### src/rtl/scan_tap_pkg.sv
package scan_tap_pkg;

  localparam int IR_W = 8;

  typedef enum logic [3:0] {
    TS_RESET, TS_IDLE,
    TS_SEL_DR, TS_CAP_DR, TS_SHIFT_DR, TS_EXIT1_DR, TS_PAUSE_DR, TS_EXIT2_DR, TS_UPD_DR,
    TS_SEL_IR, TS_CAP_IR, TS_SHIFT_IR, TS_EXIT1_IR, TS_PAUSE_IR, TS_EXIT2_IR, TS_UPD_IR
  } tap_state_e;

  localparam logic [IR_W-1:0] OP_EXTEST = 8'h00;
  localparam logic [IR_W-1:0] OP_SAMPLE = 8'h01;
  localparam logic [IR_W-1:0] OP_IDCODE = 8'h02;
  localparam logic [IR_W-1:0] OP_CLAMP  = 8'h03;
  localparam logic [IR_W-1:0] OP_HIGHZ  = 8'h04;
  localparam logic [IR_W-1:0] OP_BYPASS = 8'hFF;

  typedef enum logic [1:0] {PM_FUNC, PM_DRIVE, PM_FLOAT} pin_mode_e;
  typedef enum logic [1:0] {DS_BYPASS, DS_IDCODE, DS_BOUNDARY} dr_sel_e;

endpackage

### src/rtl/tap_fsm.sv
module tap_fsm
  import scan_tap_pkg::*;
(
  input  logic       tck,
  input  logic       rst_n,
  input  logic       tms,
  output tap_state_e state
);

  tap_state_e state_q, state_d;

  always_comb begin
    state_d = state_q;
    unique case (state_q)
      TS_RESET:    state_d = tms ? TS_RESET    : TS_IDLE;
      TS_IDLE:     state_d = tms ? TS_SEL_DR   : TS_IDLE;
      TS_SEL_DR:   state_d = tms ? TS_SEL_IR   : TS_CAP_DR;
      TS_CAP_DR:   state_d = tms ? TS_EXIT1_DR : TS_SHIFT_DR;
      TS_SHIFT_DR: state_d = tms ? TS_EXIT1_DR : TS_SHIFT_DR;
      TS_EXIT1_DR: state_d = tms ? TS_UPD_DR   : TS_PAUSE_DR;
      TS_PAUSE_DR: state_d = tms ? TS_EXIT2_DR : TS_PAUSE_DR;
      TS_EXIT2_DR: state_d = tms ? TS_UPD_DR   : TS_SHIFT_DR;
      TS_UPD_DR:   state_d = tms ? TS_SEL_DR   : TS_IDLE;
      TS_SEL_IR:   state_d = tms ? TS_RESET    : TS_CAP_IR;
      TS_CAP_IR:   state_d = tms ? TS_EXIT1_IR : TS_SHIFT_IR;
      TS_SHIFT_IR: state_d = tms ? TS_EXIT1_IR : TS_SHIFT_IR;
      TS_EXIT1_IR: state_d = tms ? TS_UPD_IR   : TS_PAUSE_IR;
      TS_PAUSE_IR: state_d = tms ? TS_EXIT2_IR : TS_PAUSE_IR;
      TS_EXIT2_IR: state_d = tms ? TS_UPD_IR   : TS_SHIFT_IR;
      TS_UPD_IR:   state_d = tms ? TS_SEL_DR   : TS_IDLE;
      default:     state_d = TS_RESET;
    endcase
  end

  always_ff @(posedge tck or negedge rst_n) begin
    if (!rst_n) state_q <= TS_RESET;
    else        state_q <= state_d;
  end

  assign state = state_q;

  // mode-select high keeps the controller in reset
  a_r1_reset_sticky: assert property (@(posedge tck) disable iff (!rst_n)
    (state_q == TS_RESET && tms) |=> (state_q == TS_RESET));
  // capture with mode-select low enters shift
  a_r1_capture_to_shift: assert property (@(posedge tck) disable iff (!rst_n)
    (state_q == TS_CAP_DR && !tms) |=> (state_q == TS_SHIFT_DR));

endmodule

### src/rtl/tap_ir.sv
module tap_ir
  import scan_tap_pkg::*;
(
  input  logic       tck,
  input  logic       rst_n,
  input  logic       tdi,
  input  tap_state_e state,
  output logic       ir_bit,
  output dr_sel_e    dr_sel,
  output pin_mode_e  pin_mode
);

  logic [IR_W-1:0] shift_q, shift_d;
  logic [IR_W-1:0] instr_q, instr_d;

  always_comb begin
    shift_d = shift_q;
    if (state == TS_CAP_IR)        shift_d = {{(IR_W-2){1'b0}}, 2'b01};
    else if (state == TS_SHIFT_IR) shift_d = {tdi, shift_q[IR_W-1:1]};
  end

  always_comb begin
    instr_d = instr_q;
    if (state == TS_RESET)       instr_d = OP_IDCODE;
    else if (state == TS_UPD_IR) instr_d = shift_q;
  end

  always_ff @(posedge tck or negedge rst_n) begin
    if (!rst_n) begin
      shift_q <= '0;
      instr_q <= OP_IDCODE;
    end else begin
      shift_q <= shift_d;
      instr_q <= instr_d;
    end
  end

  always_comb begin
    dr_sel   = DS_BYPASS;
    pin_mode = PM_FUNC;
    unique case (instr_q)
      OP_EXTEST: begin dr_sel = DS_BOUNDARY; pin_mode = PM_DRIVE; end
      OP_SAMPLE: dr_sel = DS_BOUNDARY;
      OP_IDCODE: dr_sel = DS_IDCODE;
      OP_CLAMP:  pin_mode = PM_DRIVE;
      OP_HIGHZ:  pin_mode = PM_FLOAT;
      default:   ;
    endcase
  end

  assign ir_bit = shift_q[0];

  // reset state yields the identification path and functional pins
  a_r2_reset_selects_id: assert property (@(posedge tck) disable iff (!rst_n)
    (state == TS_RESET) |=> (dr_sel == DS_IDCODE && pin_mode == PM_FUNC));
  // capture pattern puts a 1 at the serial output end
  a_r3_capture_ir: assert property (@(posedge tck) disable iff (!rst_n)
    (state == TS_CAP_IR) |=> (ir_bit == 1'b1));
  // float opcode selects bypass and floats pins
  a_r10_float_decode: assert property (@(posedge tck) disable iff (!rst_n)
    (state == TS_UPD_IR && shift_q == OP_HIGHZ) |=> (pin_mode == PM_FLOAT && dr_sel == DS_BYPASS));

endmodule

### src/rtl/tap_bsr.sv
module tap_bsr
  import scan_tap_pkg::*;
#(
  parameter int PINS = 4
)(
  input  logic            tck,
  input  logic            rst_n,
  input  logic            tdi,
  input  tap_state_e      state,
  input  logic            sel,
  input  logic [PINS-1:0] pad_in,
  input  logic [PINS-1:0] core_out,
  input  logic [PINS-1:0] core_oe,
  output logic            bsr_bit,
  output logic [PINS-1:0] upd_out,
  output logic [PINS-1:0] upd_oe
);

  localparam int LEN = 3 * PINS;

  logic [LEN-1:0] chain_q, chain_d;
  logic [LEN-1:0] latch_q, latch_d;
  logic [LEN-1:0] cap_vec;

  for (genvar i = 0; i < PINS; i++) begin : g_cell
    assign cap_vec[3*i]   = pad_in[i];
    assign cap_vec[3*i+1] = core_out[i];
    assign cap_vec[3*i+2] = core_oe[i];
    assign upd_out[i]     = latch_q[3*i+1];
    assign upd_oe[i]      = latch_q[3*i+2];
  end

  always_comb begin
    chain_d = chain_q;
    if (sel && state == TS_CAP_DR)        chain_d = cap_vec;
    else if (sel && state == TS_SHIFT_DR) chain_d = {tdi, chain_q[LEN-1:1]};
  end

  always_comb begin
    latch_d = latch_q;
    if (sel && state == TS_UPD_DR) latch_d = chain_q;
  end

  always_ff @(posedge tck or negedge rst_n) begin
    if (!rst_n) begin
      chain_q <= '0;
      latch_q <= '0;
    end else begin
      chain_q <= chain_d;
      latch_q <= latch_d;
    end
  end

  assign bsr_bit = chain_q[0];

  // cell 0 holds the pad value of pin 0 after capture
  a_r7_capture_pad0: assert property (@(posedge tck) disable iff (!rst_n)
    (sel && state == TS_CAP_DR) |=> (bsr_bit == $past(pad_in[0])));
  // latched output of pin 0 only moves at update
  a_r7_latch_hold: assert property (@(posedge tck) disable iff (!rst_n)
    !(sel && state == TS_UPD_DR) |=> $stable(upd_out[0]));

endmodule

### src/rtl/tap_pin_mux.sv
module tap_pin_mux
  import scan_tap_pkg::*;
#(
  parameter int              PINS     = 4,
  parameter logic [PINS-1:0] BUS_MASK = '1
)(
  input  pin_mode_e       pin_mode,
  input  logic            sys_rst_n,
  input  logic [PINS-1:0] core_out,
  input  logic [PINS-1:0] core_oe,
  input  logic [PINS-1:0] upd_out,
  input  logic [PINS-1:0] upd_oe,
  output logic [PINS-1:0] pin_out,
  output logic [PINS-1:0] pin_oe
);

  for (genvar i = 0; i < PINS; i++) begin : g_pin
    logic oe_sel;
    logic force_off;

    assign force_off = BUS_MASK[i] && !sys_rst_n;

    always_comb begin
      unique case (pin_mode)
        PM_DRIVE: begin pin_out[i] = upd_out[i];  oe_sel = upd_oe[i]; end
        PM_FLOAT: begin pin_out[i] = core_out[i]; oe_sel = 1'b0;      end
        default:  begin pin_out[i] = core_out[i]; oe_sel = core_oe[i]; end
      endcase
    end

    assign pin_oe[i] = oe_sel && !force_off;
  end

endmodule

### src/rtl/scan_tap_ctrl.sv
module scan_tap_ctrl
  import scan_tap_pkg::*;
#(
  parameter int              PINS     = 4,
  parameter logic [PINS-1:0] BUS_MASK = 4'b1100,
  parameter logic [31:0]     IDCODE   = 32'h0BAD_C0DE
)(
  input  logic            tck,
  input  logic            trst_n,
  input  logic            tms,
  input  logic            tdi,
  output logic            tdo,
  output logic            tdo_en,
  input  logic            sys_rst_n,
  input  logic [PINS-1:0] core_out,
  input  logic [PINS-1:0] core_oe,
  input  logic [PINS-1:0] pad_in,
  output logic [PINS-1:0] pin_out,
  output logic [PINS-1:0] pin_oe
);

  localparam logic [31:0] ID_VAL = IDCODE | 32'h1;

  logic [1:0] rst_sync_q;
  logic       rst_n;

  always_ff @(posedge tck or negedge trst_n) begin
    if (!trst_n) rst_sync_q <= '0;
    else         rst_sync_q <= {rst_sync_q[0], 1'b1};
  end
  assign rst_n = rst_sync_q[1];

  tap_state_e state;
  logic       ir_bit, bsr_bit;
  dr_sel_e    dr_sel;
  pin_mode_e  pin_mode;
  logic [PINS-1:0] upd_out, upd_oe;

  tap_fsm u_fsm (.tck(tck), .rst_n(rst_n), .tms(tms), .state(state));

  tap_ir u_ir (
    .tck(tck), .rst_n(rst_n), .tdi(tdi), .state(state),
    .ir_bit(ir_bit), .dr_sel(dr_sel), .pin_mode(pin_mode)
  );

  tap_bsr #(.PINS(PINS)) u_bsr (
    .tck(tck), .rst_n(rst_n), .tdi(tdi), .state(state),
    .sel(dr_sel == DS_BOUNDARY),
    .pad_in(pad_in), .core_out(core_out), .core_oe(core_oe),
    .bsr_bit(bsr_bit), .upd_out(upd_out), .upd_oe(upd_oe)
  );

  tap_pin_mux #(.PINS(PINS), .BUS_MASK(BUS_MASK)) u_mux (
    .pin_mode(pin_mode), .sys_rst_n(sys_rst_n),
    .core_out(core_out), .core_oe(core_oe),
    .upd_out(upd_out), .upd_oe(upd_oe),
    .pin_out(pin_out), .pin_oe(pin_oe)
  );

  // bypass and identification registers
  logic        byp_q, byp_d;
  logic [31:0] id_q, id_d;

  always_comb begin
    byp_d = byp_q;
    id_d  = id_q;
    if (state == TS_CAP_DR) begin
      if (dr_sel == DS_BYPASS) byp_d = 1'b0;
      if (dr_sel == DS_IDCODE) id_d  = ID_VAL;
    end else if (state == TS_SHIFT_DR) begin
      if (dr_sel == DS_BYPASS) byp_d = tdi;
      if (dr_sel == DS_IDCODE) id_d  = {tdi, id_q[31:1]};
    end
  end

  always_ff @(posedge tck or negedge rst_n) begin
    if (!rst_n) begin
      byp_q <= 1'b0;
      id_q  <= '0;
    end else begin
      byp_q <= byp_d;
      id_q  <= id_d;
    end
  end

  // serial output, launched on the falling edge
  logic dr_bit, tdo_d, en_d;

  always_comb begin
    unique case (dr_sel)
      DS_BOUNDARY: dr_bit = bsr_bit;
      DS_IDCODE:   dr_bit = id_q[0];
      default:     dr_bit = byp_q;
    endcase
    tdo_d = (state == TS_SHIFT_IR) ? ir_bit : dr_bit;
    en_d  = (state == TS_SHIFT_IR) || (state == TS_SHIFT_DR);
  end

  always_ff @(negedge tck or negedge rst_n) begin
    if (!rst_n) begin
      tdo    <= 1'b0;
      tdo_en <= 1'b0;
    end else begin
      tdo    <= tdo_d;
      tdo_en <= en_d;
    end
  end

  // output enable only while a shift state is current
  a_r12_en_in_shift: assert property (@(posedge tck) disable iff (!rst_n)
    tdo_en |-> (state == TS_SHIFT_IR || state == TS_SHIFT_DR));
  // system reset floats the bus group
  a_r11_bus_float: assert property (@(posedge tck) disable iff (!rst_n)
    !sys_rst_n |-> ((pin_oe & BUS_MASK) == '0));
  // float mode leaves no pin enabled
  a_r10_all_float: assert property (@(posedge tck) disable iff (!rst_n)
    (pin_mode == PM_FLOAT) |-> (pin_oe == '0));
  // bypass captures zero
  a_r5_bypass_zero: assert property (@(posedge tck) disable iff (!rst_n)
    (state == TS_CAP_DR && dr_sel == DS_BYPASS) |=> (byp_q == 1'b0));

endmodule

### config.mk
export PLATFORM = sky130hd
export DESIGN_NAME = scan_tap_ctrl
export DESIGN_NICKNAME = d
export VERILOG_FILES = /design/src/rtl/scan_tap_pkg.sv /design/src/rtl/tap_fsm.sv /design/src/rtl/tap_ir.sv /design/src/rtl/tap_bsr.sv /design/src/rtl/tap_pin_mux.sv /design/src/rtl/scan_tap_ctrl.sv
export SDC_FILE = /design/constraint.sdc
export NUM_CORES = 1
export LEC_CHECK = 0
export ABC_CLOCK_PERIOD_IN_PS = 6800
export BUFFER_PORTS_ARGS = -buffer_cell sky130_fd_sc_hd__buf_2
export CORE_UTILIZATION = 45
export DETAILED_ROUTE_END_ITERATION = 6
export SETUP_SLACK_MARGIN = 0.5
export SLEW_MARGIN = 20
export SYNTH_ARGS = -nofsm -noshare
export SYNTH_HDL_FRONTEND = slang
export SYNTH_SLANG_ARGS = --single-unit
### constraint.sdc
create_clock -name tck -period 6.8 [get_ports tck]
set_clock_uncertainty 0.1 [all_clocks]
set_input_delay 0.68 -clock tck [delete_from_list [all_inputs] [get_ports tck]]
set_output_delay 0.68 -clock tck [all_outputs]
set_load 0.02 [all_outputs]
# After elaboration in Yosys (flattened, before gate mapping)

Cells that the tools add are included.

Equal/unequal tests: 23
Multiplexer cells: 39
Reduce and logical (&&, ||, !) cells: 20

Operators with widths:

| cell                                          | count |
|---|---|
| two-way mux 32 bit                            | 4 |
| one-hot mux 4 bit (12 select lines)           | 1 |
| == test 4 bit, second input constant          | 8 |
| two-way mux 8 bit                             | 4 |
| two-way mux 12 bit                            | 2 |
| == test 4 x 3 -> 1 bit, second input constant | 4 |
| == test 8 x 2 -> 1 bit, second input constant | 2 |
| two-way mux 4 bit                             | 4 |
| two-way mux 1 bit                             | 12 |
| one-hot mux 1 bit (2 select lines)            | 5 |
| == test 4 x 2 -> 1 bit, second input constant | 2 |
| == test 8 x 1 -> 1 bit, second input constant | 1 |
| == test 8 x 3 -> 1 bit, second input constant | 1 |
| logical NOT 8 bit                             | 1 |
| one-hot mux 2 bit (2 select lines)            | 2 |
| nonzero test 2 bit                            | 4 |
| OR reduction 2 bit                            | 4 |
| two-way mux 2 bit                             | 3 |
| two-way mux 3 bit                             | 2 |
| logical AND 1 bit                             | 5 |
| == test 2 x 1 -> 1 bit, second input constant | 2 |
| == test 2 bit, second input constant          | 2 |
| == test 4 x 1 -> 1 bit, second input constant | 1 |
| logical NOT 4 bit                             | 1 |
| other kinds (4)                               | 5 |

Register bits: 81
Input bits: 17
Logic and storage cells: 92

# Logic depth before layout (Yosys ltp)

Gate-level depths: netlist of run 1.

Depth after elaboration: 7
Depth in mapped cells: 8

# By module

A second synthesis of run 1 with hierarchy kept.

Cell total of the unflattened synthesis: 375
Area total of the unflattened synthesis: 3832.4 µm²

Modules (own cells, without submodules):

| module        | times used | cells an instance | area an instance (µm²) |
|---|---|---|---|
| scan_tap_ctrl | 1          | 145               | 1684.1 |
| tap_bsr       | 1          | 90                | 934.6 |
| tap_ir        | 1          | 82                | 737.0 |
| tap_fsm       | 1          | 37                | 314.1 |
| tap_pin_mux   | 1          | 21                | 162.7 |

==> summary.md, run 1 <==
| Metric | Value |
|---|---|
| Overflow after GRT | `0` |
| TNS Setup | `0 ps` |
| Fraction of registers with async set/reset | `100.0%` |
| Clock latency on the worst-skew pair | `340 ps` |
| Clock sink count | `77` |
| Pleak | `1.874 nW` |
| Synth Warn # | `0` |
| Worst path cell trace | `or4_1 > nor3_1 > nand3b_1 > ha_1 > a22oi_1 > o21ai_0 > mux2_2` |
| HP Class | `flip-flop to flip-flop` |
| Worst Path Buf+Inv | `0` |
| Vias in the first global route | `2,324` |
| Drt total wl | `6611 um` |
| N_diodes | `0` |
| Area share of the largest cell type after synthesis | `49.76%` |
| PortBufs | `26` |
| Max Slew Vio Count | `0` |
| Worst Max-Slew Pin Slew | `896.1 ps` |
| DIE WIDTH | `92.94 um` |
| Reg2Reg Setup Slack | `1070 ps` |
| Starting DRT DRC Count | `56` |
| Post-CTS sizing | `0` |
| Largest net degree at the start of global routing | `73` |
| Top-count cell post-synth | `dfrtp_1` |
| Fillers | `747` |
| IO Pins | `27` |
| CTS tree | `built` |
| Synthesis-to-layout area growth | `9.818%` |
| Hold path depth | `0` |
| Non-filler cells, final | `464` |
| First-pass GRT wire length | `11,170 um` |
| CP delay by family, top | `simple AND/OR/NAND/NOR gates` |
| Cell count along the critical path | `7` |
| CP arrival | `2410 ps` |
| Slew HR | `40.26%` |
| Sequential Area | `1929 sq um` |
| HPWL Detailed | `4119 um` |
| Routed WL per cell | `14.25 um` |
| Maximum VDD drop | `304.4 uV` |
| Placed cell count | `447` |
| Critical register-to-register path startpoint | `u_ir.instr_q[3]` |
| CTS Buf Count | `9` |
| RSZ-0062 raised after global routing | `no` |
| H-Tree Level Count | `3` |
| Slowest stage cell on the critical path | `or4_1` |
| Post-CTS repair timing setup buffer count | `0` |
| Power Total | `0.001980 W` |
| Rows | `32` |
| Root Driver | `clkbuf_8` |
| Remaining DRCs | `0` |
| Setup violators final | `0` |
| First-pass iteration count of the detailed router | `4` |
| Starting density of the core | `47.42%` |
| Worst path required time | `3480 ps` |
| Final net count | `379` |
| All-Layer GR Usage | `16.80%` |
| Register bit total from synthesis | `77` |
| Share of cells above drive strength 1 | `24.03%` |
| Die H | `92.94 um` |
| Top cells by area, synth | `dfrtp_1 (50%), mux2_2 (12%), mux2i_1 (4.8%)` |
| Max-Cap Viols | `0` |
| Post-layout util | `52.07%` |
| FF-to-FF path depth | `7` |
| Fin area | `4086 sq um` |
| Number of routed nets with antenna violations | `0` |
| Commonest cells post-synth | `dfrtp_1 (74), mux2_2 (39), nor2_1 (37), nand2_1 (22), inv_1 (19)` |
| Hold Buf Count CTS | `2` |
| PwrDens | `484.5 nW/um^2` |
| DR vias | `2,430` |
| CP Capture Type | `flip-flop` |
| WS Path Type | `flip-flop to flip-flop` |
| Setup crit start kind | `flip-flop` |
| Synth Net Count | `363` |
| Crit path max fanout | `3` |
| Hold Fails Final Rpt | `0` |
| Mapped Cells | `342` |
| Die area | `8637 sq um` |
| Post-synth EDFFs | `0` |
| Library cells used by synthesis | `46` |
| Clk slew on worst S/H paths | `70 ps` |
| Mapped Area | `3721 sq um` |
| Post-Syn Area per Cell | `10.88 sq um` |
| Critical Path End | `tdo` |
| Area leader, netlist | `dfrtp_1` |
| Initial antenna violation count | `0` |
| FF-to-FF End | `tdo` |
| Multi-input gate area | `1580 sq um` |
| CTS max path bufs | `2` |
| Sequential fraction of the synthesis area | `51.82%` |
| DP Area | `3854 sq um` |
| Largest stage delay, worst path | `570 ps` |
| Crit path from | `u_ir.instr_q[3]` |
| Vias per cell | `5.237` |
| CORE AREA | `7848 sq um` |
| Top_reg_cell synth | `dfrtp_1` |
| RePlAce Congestion | `0.7446` |
| Status | `completed` |
==> layout make-up <==
cell class                      count  share of cell area [%]
Sequential cell                    77                   47.21
Multi-Input combinational cell    221                   38.67
Timing Repair Buffer               30                   4.042
Clock buffer                       10                   3.368
Tap cell                          102                   3.123
Clock inverter                      5                   1.837
Inverter                           19                   1.745
==> cell usage in the layout, fill, tap and decap left out, types with 4 or more instances in the layout <==
cell type  instances
nor2_1            37
dfrtp_1           73
a2bb2oi_1          5
mux2i_1           18
o21ai_0           14
buf_2             26
nand2_1           22
ha_1               4
nand3_1            4
a21oi_1            8
clkbuf_8          10
nor2b_1           15
mux2_2            39
inv_1             19
o22ai_1           14
a211oi_1           4
==> flip-flops by register name (all words and copies together) (netlist names), 2 cells and up <==
signal         cells
id_q              32
u_ir.shift_q       8
u_fsm.state        4
u_bsr.latch_q      8
rst_sync_q         2
u_bsr.chain_q     12
u_ir.instr_q       8
==> per-layer routing <==
| metal | vias up | global-route usage, % | share of wire, % |
|---|---|---|---|
| met5 | - | 0 | 0 |
| met4 | 0 | 8.077 | 2.1 |
| met3 | 10 | 2.709 | 2.0 |
| met2 | 20 | 25.74 | 45 |
| met1 | 1193 | 23.20 | 51 |
| li1 | 1207 | - | - |
==> where the power goes <==
part	switching (W)	internal, W
Combinational	0.000409	0.000404
Clock	0.000161	0.000213
Sequential	0.000160	0.000633
Total	0.000730	0.00125
==> stage by stage <==
step / setup slack (ps) / hold slack (ps)
floorplan: 1114 / 231.2
global placement: 1105 / -19.78
detailed placement: 1070 / -17.15
CTS: 1038 / 251.0
global route: 859.2 / 278.2
finish: 1066 / 249.9
==> how the worst min path moves through the flow <==
stage                  start              to  slack (ps)
3_5_place_dp   rst_sync_q[1]  u_fsm.state[3]         -20
4_1_cts        rst_sync_q[0]   rst_sync_q[1]         250
6_report       rst_sync_q[0]   rst_sync_q[1]         250
3_3_place_gp   rst_sync_q[1]  u_fsm.state[3]         -20
2_1_floorplan  rst_sync_q[0]   rst_sync_q[1]         230
5_1_grt        rst_sync_q[0]   rst_sync_q[1]         280
==> logic make-up (layout without fill, tap and decap cells) <==
kind of cell	Yosys count	in the layout	synth area share, %
other cells	1	1	0.1008
mux	60	60	17.55
flops	77	77	51.82
buf+inv	44	64	5.716
compound gates	57	57	10.19
simple gates	97	97	12.81
fa+ha+maj	4	4	1.345
xor+xnor	2	2	0.4708
==> worst reg2reg max path: cells and delay by family (launching register included) <==
family | cells | cell delay, ps
multiplexers | 1 | 260
AND/OR/NAND/NOR | 3 | 940
adder cells (fa/ha/maj) | 1 | 240
flip-flops | 1 | 390
AO/OA/AOI/OAI | 2 | 240
No activity file was read; power rests on OpenSTA's default activity.
==> run 2, diff against run 1 <==
--- a/config.mk
+++ b/config.mk
@@ -5,7 +5,8 @@
 export SDC_FILE = /design/constraint.sdc
 export NUM_CORES = 1
 export LEC_CHECK = 0
-export ABC_CLOCK_PERIOD_IN_PS = 6800
+export ABC_AREA = 1
+export ABC_CLOCK_PERIOD_IN_PS = 5000
 export BUFFER_PORTS_ARGS = -buffer_cell sky130_fd_sc_hd__buf_2
 export CORE_UTILIZATION = 45
 export DETAILED_ROUTE_END_ITERATION = 6
==> constraint.sdc (replaced) <==
create_clock -name tck -period 5 [get_ports tck]
set_clock_uncertainty 0.1 [all_clocks]
set_input_delay 0.5 -clock tck [delete_from_list [all_inputs] [get_ports tck]]
set_output_delay 0.5 -clock tck [all_outputs]
set_load 0.02 [all_outputs]
==> summary.md, run 2 <==
| Metric | Value |
|---|---|
| Status | `completed (unchanged)` |
| Net Sw Power | `0.0008344 W (was 0.0007298 W)` |
| Commonest cells post-synth | `nand2_1 (144), dfrtp_1 (74), inv_1 (42), nor2_1 (42), o21ai_2 (32) (was dfrtp_1 (74), mux2_2 (39), nor2_1 (37), nand2_1 (22), inv_1 (19))` |
| RePlAce Congestion | `0.8116 (was 0.7446)` |
| Mapped Cells | `441 (was 342)` |
| Share of cells above drive strength 1 | `20.47% (was 24.03%)` |
| Final net count | `485 (was 379)` |
| Setup crit start kind | `flip-flop (unchanged)` |
| Library cells used by synthesis | `30 (was 46)` |
| HPWL Detailed | `4751 um (was 4119 um)` |
| First-pass GRT wire length | `12,500 um (was 11,170 um)` |
| Reg2Reg Setup Slack | `680 ps (was 1070 ps)` |
| Area leader, netlist | `dfrtp_1 (unchanged)` |
| TNS Setup | `0 ps (unchanged)` |
| Setup ws final | `679.3 ps (was 1066 ps)` |
| Root Driver | `clkbuf_8 (unchanged)` |
| Setup violators final | `0 (unchanged)` |
| Post-layout util | `52.27% (was 52.07%)` |
| Vias per cell | `4.919 (was 5.237)` |
| DR vias | `2,809 (was 2,430)` |
| Maximum VDD drop | `251.1 uV (was 304.4 uV)` |
| Die H | `93.41 um (was 92.94 um)` |
| Worst Max-Slew Pin Slew | `1027 ps (was 896.1 ps)` |
| Top_reg_cell synth | `dfrtp_1 (unchanged)` |
| Clock sink count | `77 (unchanged)` |
| Max-Cap Viols | `0 (unchanged)` |
| Worst path required time | `2560 ps (was 3480 ps)` |
| N_diodes | `0 (unchanged)` |
| Sw frac | `37.69% (was 36.86%)` |
| CTS max path bufs | `2 (unchanged)` |
| Pleak | `2.099 nW (was 1.874 nW)` |
| DIE WIDTH | `93.41 um (was 92.94 um)` |
| Fin area | `4123 sq um (was 4086 sq um)` |
| Post-CTS repair timing setup buffer count | `0 (unchanged)` |
| Routed WL per cell | `12.65 um (was 14.25 um)` |
| Commonest non-fill, non-tap cell in the layout | `nand2_1 (was dfrtp_1)` |
| PortBufs | `26 (unchanged)` |
| CORE AREA | `7888 sq um (was 7848 sq um)` |
| Post-Syn Area per Cell | `8.526 sq um (was 10.88 sq um)` |
| Dpl ws | `676.2 ps (was 1070 ps)` |
| Clock latency on the worst-skew pair | `340 ps (about the same)` |
| Hold Fails Final Rpt | `0 (unchanged)` |
| CP arrival | `1880 ps (was 2410 ps)` |
| WS Path Type | `flip-flop to flip-flop (unchanged)` |
| H-Tree Level Count | `3 (unchanged)` |
| IO Pins | `27 (unchanged)` |
| Slew HR | `31.44% (was 40.26%)` |
| Comb pwr share | `33.6% (was 41.1%)` |
| RSZ-0062 raised after global routing | `no (unchanged)` |
| DP Area | `3869 sq um (was 3854 sq um)` |
| Initial antenna violation count | `0 (unchanged)` |
| Clock share of power | `25.7% (was 18.9%)` |
| Crit path max fanout | `3 (unchanged)` |
| Register bit total from synthesis | `77 (unchanged)` |
| Fraction of registers with async set/reset | `100.0% (unchanged)` |
| First-pass iteration count of the detailed router | `6 (was 4)` |
| All-Layer GR Usage | `18.66% (was 16.80%)` |
| Rows | `32 (unchanged)` |
| PwrDens | `537.0 nW/um^2 (was 484.5 nW/um^2)` |
| Register share of total power | `40.7% (was 40.0%)` |
| Regs by FF count | `id_q x32, u_bsr.chain_q x12 (unchanged)` |
| CTS tree | `built (unchanged)` |
| Overflow after GRT | `0 (unchanged)` |
| Starting DRT DRC Count | `140 (was 56)` |
| Sequential fraction of the synthesis area | `51.28% (was 51.82%)` |
| CP Capture Type | `flip-flop (unchanged)` |
| Starting density of the core | `47.67% (was 47.42%)` |
| Mapped Area | `3760 sq um (was 3721 sq um)` |
| Synthesis-to-layout area growth | `9.650% (was 9.818%)` |
| Commonest cells after routing, fill and taps aside | `nand2_1 (144), dfrtp_1 (73), inv_1 (42) (was dfrtp_1 (73), mux2_2 (39), nor2_1 (37))` |
| Drt total wl | `7222 um (was 6611 um)` |
| HP Class | `flip-flop to asynchronous set/reset pin (was flip-flop to flip-flop)` |
| Post-synth EDFFs | `0 (unchanged)` |
| Synth Warn # | `0 (unchanged)` |
| Max Slew Vio Count | `0 (unchanged)` |
| Most flops, register | `id_q (unchanged)` |
| Max FFs per register | `32 (unchanged)` |
| Pint | `0.001379 W (was 0.001250 W)` |
| Largest net degree at the start of global routing | `65 (was 73)` |
| Synth Net Count | `462 (was 363)` |
| Number of routed nets with antenna violations | `0 (unchanged)` |
| Remaining DRCs | `0 (unchanged)` |
| Top-count cell post-synth | `nand2_1 (was dfrtp_1)` |
| CTS Buf Count | `9 (unchanged)` |
| Die area | `8724 sq um (was 8637 sq um)` |
| Power Total | `0.002214 W (was 0.001980 W)` |
| Vias in the first global route | `2,608 (was 2,324)` |
| Clk slew on worst S/H paths | `80 ps (was 70 ps)` |
| Top cells by area, synth | `dfrtp_1 (49%), nand2_1 (14%), o21ai_2 (7.5%) (was dfrtp_1 (50%), mux2_2 (12%), mux2i_1 (4.8%))` |
| Area share of the largest cell type after synthesis | `49.25% (was 49.76%)` |
[run 2: per-stage QoR]
step	hold slack [ps]	std cells
2_1_floorplan	104.4	441
3_3_place_gp	109.3	554
3_5_place_dp	118.0	554
4_1_cts	124.3	571
5_1_grt	143.7	571
6_report	103.4	571
[run 2: final timing paths]
check / from / to / depth (start not counted)
setup reg to reg: u_ir.instr_q[5] / tdo / 10
hold / removal: rst_sync_q[1] / u_ir.shift_q[1] / 0
min in group tck: rst_sync_q[0] / rst_sync_q[1] / 0
hold reg to reg: rst_sync_q[1] / u_ir.shift_q[1] / 0
max in group asynchronous: rst_sync_q[1] / tdo / 0
setup / recovery: u_ir.instr_q[5] / tdo / 10
[run 2: power groups by stage]
stage / combinational, W / clock, W / sequential (W)
after detailed placement: 0.000748 / 0 / 0.000914
after CTS: 0.000753 / 0.000587 / 0.000901
after floorplan: 0.000681 / 0 / 0.000904
after global placement: 0.000741 / 0 / 0.000908
after global routing: 0.000855 / 0.000608 / 0.000926
final: 0.000744 / 0.000568 / 0.000902
[run 2: logic make-up after synthesis]
group / synth area share (%)
other cells: 0.09974
flops: 51.28
fa+ha+maj: 1.331
buf+inv: 8.918
simple gates: 24.79
compound gates: 13.58
[run 2: layout make-up]
cell class	instances	area, sq um
clock buffer	10	127.6
clock inverter	6	111.4
fill	752	3765
inverter	46	177.7
multi-input combinational	302	1501
sequential	77	1929
tap	102	127.6
timing repair buffer	28	147.6
[run 2: worst max-delay path, cell delays in order (launching register included)]
cell     delay, ps
dfrtp_1        380
nor2_1         110
nand4_1        120
nor2_2         130
nand2_1        120
inv_1           80
ha_2           270
nand2_1         60
inv_1           30
o21ai_0        130
o21ai_0         90
[run 2: what timing repair did]
action | 4_1_cts | 5_1_grt
hold buffers | 1 | 0
resized for setup | 0 | 2
endpoints found under the setup margin | 0 | 1
endpoints found under the hold margin | 2 | 0
[run 2: layer usage]
layer	up-vias	global-route usage [%]	routed length [um]
met3	4	2.927	250
li1	1433	-	-
met4	0	9.231	53
met5	-	0	0
met2	51	27.63	3269
met1	1321	26.55	3650
